<file path="src/rtl/lutgrid_pkg.sv">
package lutgrid_pkg;
    localparam int LUT_IN    = 4;
    localparam int LUT_DEPTH = 1 << LUT_IN;

    typedef logic [LUT_IN-1:0] lut_word_t;

    // output word bit positions (one per neighbour direction)
    localparam int OBIT_E = 0;
    localparam int OBIT_N = 1;
    localparam int OBIT_W = 2;
    localparam int OBIT_S = 3;
endpackage

</file>
<file path="src/rtl/lut_table.sv">
module lut_table
    import lutgrid_pkg::*;
(
    input  logic      clk,
    input  logic      rst,
    input  logic      we,
    input  lut_word_t wr_addr,
    input  lut_word_t wdata,
    input  lut_word_t look_addr,
    output lut_word_t look_data,
    input  lut_word_t rd_addr,
    output lut_word_t rd_data
);
    lut_word_t mem [LUT_DEPTH];

    always_ff @(posedge clk) begin
        if (rst) begin
            for (int k = 0; k < LUT_DEPTH; k++) mem[k] <= lut_word_t'(k);
        end else if (we) begin
            mem[wr_addr] <= wdata;
        end
    end

    assign look_data = mem[look_addr];
    assign rd_data   = mem[rd_addr];

    // a written entry reads back on the next cycle
    assert_write_readback_R5: assert property (@(posedge clk) disable iff (rst)
        ($past(we) && !$past(rst) && rd_addr == $past(wr_addr)) |-> rd_data == $past(wdata));

    // identity content right after reset
    assert_reset_identity_R4: assert property (@(posedge clk) disable iff (rst)
        $past(rst) |-> rd_data == rd_addr);

    // without a write the addressed entry holds its value
    assert_table_hold_R7: assert property (@(posedge clk) disable iff (rst)
        (!$past(we) && !$past(rst) && $stable(rd_addr)) |-> $stable(rd_data));
endmodule

</file>
<file path="src/rtl/lut_cell.sv">
module lut_cell
    import lutgrid_pkg::*;
(
    input  logic      clk,
    input  logic      rst,
    input  logic      in_n,
    input  logic      in_e,
    input  logic      in_s,
    input  logic      in_w,
    output logic      out_n,
    output logic      out_e,
    output logic      out_s,
    output logic      out_w,
    input  logic      cfg_we,
    input  lut_word_t cfg_entry,
    input  lut_word_t cfg_wdata,
    output lut_word_t cfg_rdata
);
    lut_word_t idx;
    lut_word_t word;

    assign idx = {in_n, in_e, in_s, in_w};

    lut_table u_table (
        .clk       (clk),
        .rst       (rst),
        .we        (cfg_we),
        .wr_addr   (cfg_entry),
        .wdata     (cfg_wdata),
        .look_addr (idx),
        .look_data (word),
        .rd_addr   (cfg_entry),
        .rd_data   (cfg_rdata)
    );

    always_ff @(posedge clk) begin
        if (rst) begin
            out_n <= 1'b0;
            out_e <= 1'b0;
            out_s <= 1'b0;
            out_w <= 1'b0;
        end else begin
            out_n <= word[OBIT_N];
            out_e <= word[OBIT_E];
            out_s <= word[OBIT_S];
            out_w <= word[OBIT_W];
        end
    end

    // outputs are cleared by reset
    assert_reset_clear_R3: assert property (@(posedge clk) disable iff (rst)
        $past(rst) |-> {out_n, out_e, out_s, out_w} == 4'b0000);
endmodule

</file>
<file path="src/rtl/grid_readmux.sv">
module grid_readmux
    import lutgrid_pkg::*;
#(
    parameter int CELLS = 16,
    parameter int SEL_W = 4
) (
    input  logic [CELLS*LUT_IN-1:0] flat,
    input  logic [SEL_W-1:0]        sel,
    input  logic                    valid,
    output lut_word_t               data
);
    always_comb begin
        data = '0;
        for (int i = 0; i < CELLS; i++) begin
            if (valid && sel == SEL_W'(i)) data = flat[i*LUT_IN +: LUT_IN];
        end
    end
endmodule

</file>
<file path="src/rtl/lut_grid.sv">
module lut_grid
    import lutgrid_pkg::*;
#(
    parameter int ROWS = 4,
    parameter int COLS = 4,
    localparam int ROW_W = (ROWS > 1) ? $clog2(ROWS) : 1,
    localparam int COL_W = (COLS > 1) ? $clog2(COLS) : 1
) (
    input  logic              clk,
    input  logic              rst,
    input  logic [COLS-1:0]   n_in,
    output logic [COLS-1:0]   n_out,
    input  logic [COLS-1:0]   s_in,
    output logic [COLS-1:0]   s_out,
    input  logic [ROWS-1:0]   e_in,
    output logic [ROWS-1:0]   e_out,
    input  logic [ROWS-1:0]   w_in,
    output logic [ROWS-1:0]   w_out,
    input  logic [ROW_W-1:0]  cfg_row,
    input  logic [COL_W-1:0]  cfg_col,
    input  logic [3:0]        cfg_entry,
    input  logic [3:0]        cfg_wdata,
    input  logic              cfg_we,
    output logic [3:0]        cfg_rdata
);
    localparam int CELLS = ROWS * COLS;
    localparam int IDX_W = (CELLS > 1) ? $clog2(CELLS) : 1;

    logic i_n [ROWS][COLS];
    logic i_e [ROWS][COLS];
    logic i_s [ROWS][COLS];
    logic i_w [ROWS][COLS];
    logic o_n [ROWS][COLS];
    logic o_e [ROWS][COLS];
    logic o_s [ROWS][COLS];
    logic o_w [ROWS][COLS];

    logic [CELLS*LUT_IN-1:0] rd_flat;
    logic [IDX_W-1:0]        cell_sel;
    logic                    sel_valid;

    assign sel_valid = (int'(cfg_row) < ROWS) && (int'(cfg_col) < COLS);
    assign cell_sel  = IDX_W'(int'(cfg_row) * COLS + int'(cfg_col));

    for (genvar r = 0; r < ROWS; r++) begin : g_row
        for (genvar c = 0; c < COLS; c++) begin : g_col
            if (r == 0) begin : g_top
                assign i_n[r][c] = n_in[c];
                assign n_out[c]  = o_n[r][c];
            end else begin : g_vin
                assign i_n[r][c] = o_s[r-1][c];
            end
            if (r == ROWS-1) begin : g_bot
                assign i_s[r][c] = s_in[c];
                assign s_out[c]  = o_s[r][c];
            end else begin : g_vup
                assign i_s[r][c] = o_n[r+1][c];
            end
            if (c == 0) begin : g_left
                assign i_w[r][c] = w_in[r];
                assign w_out[r]  = o_w[r][c];
            end else begin : g_hin
                assign i_w[r][c] = o_e[r][c-1];
            end
            if (c == COLS-1) begin : g_right
                assign i_e[r][c] = e_in[r];
                assign e_out[r]  = o_e[r][c];
            end else begin : g_hback
                assign i_e[r][c] = o_w[r][c+1];
            end

            logic hit;
            assign hit = cfg_we && cfg_row == ROW_W'(r) && cfg_col == COL_W'(c);

            lut_cell u_cell (
                .clk       (clk),
                .rst       (rst),
                .in_n      (i_n[r][c]),
                .in_e      (i_e[r][c]),
                .in_s      (i_s[r][c]),
                .in_w      (i_w[r][c]),
                .out_n     (o_n[r][c]),
                .out_e     (o_e[r][c]),
                .out_s     (o_s[r][c]),
                .out_w     (o_w[r][c]),
                .cfg_we    (hit),
                .cfg_entry (cfg_entry),
                .cfg_wdata (cfg_wdata),
                .cfg_rdata (rd_flat[(r*COLS+c)*LUT_IN +: LUT_IN])
            );
        end
    end

    grid_readmux #(.CELLS(CELLS), .SEL_W(IDX_W)) u_rdmux (
        .flat  (rd_flat),
        .sel   (cell_sel),
        .valid (sel_valid),
        .data  (cfg_rdata)
    );
endmodule

</file>
<file path="config.mk">
export PLATFORM = sky130hd
export DESIGN_NAME = lut_grid
export DESIGN_NICKNAME = d
export VERILOG_FILES = /design/src/rtl/lutgrid_pkg.sv /design/src/rtl/lut_table.sv /design/src/rtl/lut_cell.sv /design/src/rtl/grid_readmux.sv /design/src/rtl/lut_grid.sv
export SDC_FILE = /design/constraint.sdc
export NUM_CORES = 2
export LEC_CHECK = 0
export BUFFER_PORTS_ARGS = -buffer_cell sky130_fd_sc_hd__buf_2
export CAP_MARGIN = 10
export CORE_MARGIN = 2
export CORE_UTILIZATION = 45
export CTS_BUF_LIST = sky130_fd_sc_hd__clkbuf_4 sky130_fd_sc_hd__clkbuf_8
export DETAILED_ROUTE_END_ITERATION = 7
export HOLD_SLACK_MARGIN = 0.06
export SLEW_MARGIN = 20
export SYNTH_ARGS = -nofsm -noshare
export SYNTH_HDL_FRONTEND = slang
export SYNTH_SLANG_ARGS = --single-unit
</file>
<file path="constraint.sdc">
create_clock -name clk -period 6.7 [get_ports clk]
set_clock_uncertainty 0.1 [all_clocks]
set_input_delay 1.005 -clock clk [delete_from_list [all_inputs] [get_ports clk]]
set_output_delay 1.005 -clock clk [all_outputs]
set_load 0.05 [all_outputs]
</file>
Yosys cells after proc, flatten, opt, wreduce, memory -nomap -nowiden
Memories as Yosys holds them, arrays and structs flattened. A register that Yosys moved wholly into a read port is not among the register bits.
Index checks and enable logic that the tools add are counted.
Storage, ports and cells
  register bits: 0
  bits in writable memories: 1024
  logic and storage cells: 191
  memories: 16
Cells by class
  add/subtract/negate cells: 1
  eq/ne operators: 21
  multiplexer cells: 114
  reduce and logical (&&, ||, !) cells: 39
Memory list
  g_row[0].g_col[0].u_cell.u_table.mem: words 16, bits a word 4, read ports 2, clocked after memory_dff 1, write ports 16, line lut_table.sv:14  | lut_word_t mem [LUT_DEPTH];
  g_row[0].g_col[1].u_cell.u_table.mem: words 16, bits a word 4, read ports 2, clocked after memory_dff 1, write ports 16, line lut_table.sv:14
  g_row[0].g_col[2].u_cell.u_table.mem: words 16, bits a word 4, read ports 2, clocked after memory_dff 1, write ports 16, line lut_table.sv:14
  g_row[0].g_col[3].u_cell.u_table.mem: words 16, bits a word 4, read ports 2, clocked after memory_dff 1, write ports 16, line lut_table.sv:14
  g_row[1].g_col[0].u_cell.u_table.mem: words 16, bits a word 4, read ports 2, clocked after memory_dff 1, write ports 16, line lut_table.sv:14
  g_row[1].g_col[1].u_cell.u_table.mem: words 16, bits a word 4, read ports 2, clocked after memory_dff 1, write ports 16, line lut_table.sv:14
  10 more memories
Operator list (number)
  $mux 4: 48
  $mux 1: 66
  $reduce_or 4->1: 16
  $eq 4x4->1 const B: 8
  $logic_and 1x1->1: 20
  $eq 4x3->1 const B: 4
  $eq 2x2->1 const B: 4
  $eq 4x2->1 const B: 2
  $add 4x2->4: 1
  $eq 2x1->1 const B: 2
  $eq 4x1->1 const B: 1
  $logic_not 2->1: 2
  $logic_not 4->1: 1

Logic depth before layout (Yosys ltp)
  depth in word-level cells: 18
  mapped depth: 12

Modules after synthesis
From an unflattened synthesis, not the netlist that was laid out.
Unflattened totals
  cells, all modules: 4391
  area total of the unflattened synthesis: 60599.4 um2
By module, submodules not included
  lut_table (g_row[0].g_col[1].u_cell.u_table ...): instances 15, cells each 257, area an instance 3623.5 um2, sequential area each 1921.8 um2
  lut_table (g_row[0].g_col[0].u_cell.u_table): instances 1, cells each 257, area an instance 3642.2 um2, sequential area each 1921.8 um2
  lut_cell: instances 16, cells each 8, area an instance 105.1 um2, sequential area each 80.1 um2
  grid_readmux: instances 1, cells each 127, area an instance 802.0 um2, sequential area each 0.0 um2
  lut_grid: instances 1, cells each 24, area an instance 121.4 um2, sequential area each 0.0 um2

Least setup slack after synthesis
No wires, ideal clock.
  path type: input to output
  start point: input cfg_entry[0]
  end point: output cfg_rdata[1]
  data arrival time: 3749 ps
  required time: 5595 ps
  path slack: 1846 ps
  stages on the path: 10
  cells stage by stage: buf_6 buf_6 buf_2 nand2_1 o22ai_1 or4_1 and3_1 o2111ai_1 o22ai_1 a211oi_1
On the way
  word-level cells in the longest chain between the ends: 17
  elaborated cells between the ends (all ways): 32
  those cells by class: mux (16); memory (16)
Ends and longest elaborated chain
  start, declared: line lut_grid.sv:21  | input logic [3:0] cfg_entry,
  $mem_v2 16x4
  $mux 4 (15 in a row): line grid_readmux.sv:15  | if (valid && sel == SEL_W'(i)) data = flat[i*LUT_IN +: LUT_IN];
  $mux 4 *: line grid_readmux.sv:15
  end, declared: line lut_grid.sv:24  | output logic [3:0] cfg_rdata
Mark *: on every way between the ends. The rest lies on a longest branch, timed or not.

Worst setup path after layout
  start point: input cfg_entry[0]
  end point: output cfg_rdata[0]
The elaborated chain is that of the path after synthesis.

==> impl_metrics.ini <==
[worst_hold_path]
hold_class = input pin to flip-flop

[clocking]
clk_latency_ns = 0.95
cts_tree = done
root_buffer = clkbuf_8
post_cts_buffers = 0
numCtsBuffers = 186
cts_resized = 0
cts_sinks = 1088
clock_path_buffers = 3
h-tree-depth = 4
postCtsHoldBufs = 0
path_clk_slew_ns = 0.06

[place]
gp_congestion = 0.946
dpl.hpwl_um = 122000
dp_cells = 5304
port-buffer-count = 50
post-place-ws_ns = 0.663

[sta]
clock.fmax_ghz = 0.162
min_period_ns = 6.17
slew_violations = 0
finalSetupViolCount = 0
hold_violations = 0
max_slew_margin = 0.167
rsz0062_at_grt = no
setup_ws_ns = 0.526
period_share = 0.922
finalSetupTns_ns = 0
worst_pin_slew_ns = 1.24

[yosys]
ys_seq_area_frac = 0.545
synth_ff_type = edfxtp_1
syn_area_per_cell_sq_um = 14.8
synthCells = 3966
yosysWarnings = 0
async_reset_ff_frac = 0
syn_area_sq_um = 58800
syn_nets = 3997
synth_cell_types = 56
synth_edf_count = 1024
ys_seq_elements = 1088

[power_and_ir_drop]
combPwrFrac = 0.174
p_clk_frac = 0.358
p_int_mw = 13.0
p_seq_frac = 0.468
powerDensity_nw_per_um2 = 280
p_sw_frac = 0.280
p_leak_nw = 22.7
power.switching_mw = 5.03
vdd_ir_drop_max_mv = 0.174

[routing]
via_count = 38600
dr.first_iter.drc_count = 5565
antenna_left = 0
viasPerCell = 6.81
drc = 0
drtPass1Iterations = 6
routedWlPerCell_um = 34.8
routed_wl_um = 197000

[setup_path]
worst_setup_path_start_kind = input pin
timing.critical_path.mode_cell = mux4_2
crit_required_ns = 5.59
critPathKind = input pin to primary output
crit_path_end_kind = primary output
arrival_ns = 5.07
max_stage_delay_ns = 0.85
crit_buf_inv = 4
crit_fanout = 44
crit_slowest_cell = o41ai_1
path_delay_family = compound AO/OA/AOI/OAI gates
crit_path_cell_trace = buf_8, buf_12, mux4_2, mux4_2, a31oi_1, o311ai_1, o41ai_1, buf_4, a21oi_1, buf_2

[cells_and_area]
syn_to_final_growth_pct = 9.24
final_cells = 5665
nNetsFinal = 3781
drive_above_1_share = 0.295

[job]
cap_viol_max_count = 0

[floorplan]
rows = 132
coreArea_sq_um = 130000
die_h_um = 365
dieArea_sq_um = 134000
dieWidth_um = 365
start_util = 0.454
io_pins = 51

[grt]
antenna_found_initial = 26
overflow = 0
grt_pass1_wl_um = 283000
grt_max_degree = 199
grt.total_usage = 0.297
grt_pass1_vias = 37900

[status]
status = finished clean
[through the flow]
step                      hold WS [ns]  utilization  cell area [sq um]  total power, mW
after CTS                        0.412        0.495              64200             18.0
after global routing             0.471        0.495              64200             18.5
after global placement           0.641        0.465              60200             11.6
after floorplan                  0.560            -              58800             10.5
after detailed placement         0.639        0.465              60200             11.6
final                            0.510        0.495              64200             18.0
[layer usage]
| metal | vias up | GRT usage | share of wire |
|---|---|---|---|
| li1 | 15600 | - | - |
| met1 | 20200 | 0.413 | 0.39 |
| met2 | 2327 | 0.450 | 0.46 |
| met3 | 415 | 0.0670 | 0.10 |
| met4 | 10 | 0.129 | 0.043 |
| met5 | - | 0 | 0.00035 |
[final timing paths]
check,from,endpoint,slack [ns],cells past startpoint
setup reg to reg,g_row[3].g_col[1].u_cell.out_n,g_row[2].g_col[1].u_cell.out_s,4.17,3
hold reg to reg,g_row[2].g_col[1].u_cell.out_s,g_row[3].g_col[1].u_cell.out_w,0.64,2
setup / recovery,cfg_entry[0],cfg_rdata[0],0.53,10
hold / removal,n_in[3],g_row[0].g_col[3].u_cell.out_w,0.51,3
[worst register-to-register path: stages, from the launching register on]
cell	delay (ns)
dfxtp_1	0.95
mux4_2	0.47
mux4_2	0.53
nor2b_1	0.26
[sequential cells by signal, indices dropped and copies added, names as in the netlist]
| name | cells |
|---|---|
| g_row.g_col.u_cell.u_table.mem | 1024 |
| g_row.g_col.u_cell.out_s | 16 |
| g_row.g_col.u_cell.out_n | 16 |
| g_row.g_col.u_cell.out_w | 16 |
| g_row.g_col.u_cell.out_e | 16 |
[cell type report]
cell class                 instances  area (sq um)
fill                           10800         65400
sequential                      1088         32000
tap                             1742          2180
clock buffer                     266          3290
multi-input combinational       2303         24600
clock inverter                    81           648
inverter                           3          11.3
antenna                           14          35.0
timing repair buffer             168          1460
[cells in the final DEF (no fill, tap or decap), drive strengths merged, types with 19 or more instances in the layout]
cell type     n
a21oi        21
clkbuf      269
a21o        184
nor2         64
mux2i        31
mux2         22
buf         165
mux4        593
a22oi        19
and3        514
nor2b        79
nor3         20
clkinv       54
o21bai       72
edfxtp     1024
dfxtp        64
nand2        56
or3         513
[logic make-up after synthesis]
group,synth area share
AOI/OAI and AO/OA,0.0462
buffers and inverters,0.0413
DFF,0.545
muxes,0.237
and+or+nand+nor,0.131
[power by group through the flow]
stage	Clock, mW	Combinational (mW)	Sequential (mW)
6_report	6.44	3.13	8.41
3_5_place_dp	0	3.10	8.54
4_1_cts	6.49	3.11	8.41
5_1_grt	6.77	3.23	8.47
3_3_place_gp	0	3.09	8.53
2_1_floorplan	0	2.38	8.16
[synthesized netlist by cell type, drive strengths merged, types with 2 or more instances]
library cell / number / area (sq um)
a31oi: 4 / 25.0
edfxtp: 1024 / 30700
o22ai: 16 / 100
nor3: 20 / 105
a221oi: 3 / 26.3
a211oi: 13 / 97.6
mux2i: 31 / 310
nand2: 56 / 210
o21bai: 72 / 541
or3: 513 / 3210
a32oi: 2 / 17.5
mux4: 593 / 13400
a21o: 184 / 1380
o221ai: 2 / 17.5
nor2: 64 / 240
a2111oi: 2 / 23.8
dfxtp: 64 / 1280
nand3: 14 / 70.1
clkbuf: 452 / 1700
and3: 514 / 3220
o211ai: 6 / 45.0
nor4: 2 / 12.5
or2: 5 / 31.3
o21ai: 7 / 35.0
a22oi: 19 / 143
buf: 120 / 718
mux2: 22 / 248
a311oi: 2 / 17.5
o2111ai: 2 / 17.5
a21oi: 21 / 105
o31ai: 6 / 45.0
nor2b: 79 / 494
inv: 3 / 11.3
nand2b: 12 / 75.1
and2: 5 / 31.3
o32ai: 2 / 17.5
Note: power is estimated with default switching activity, not from simulation.
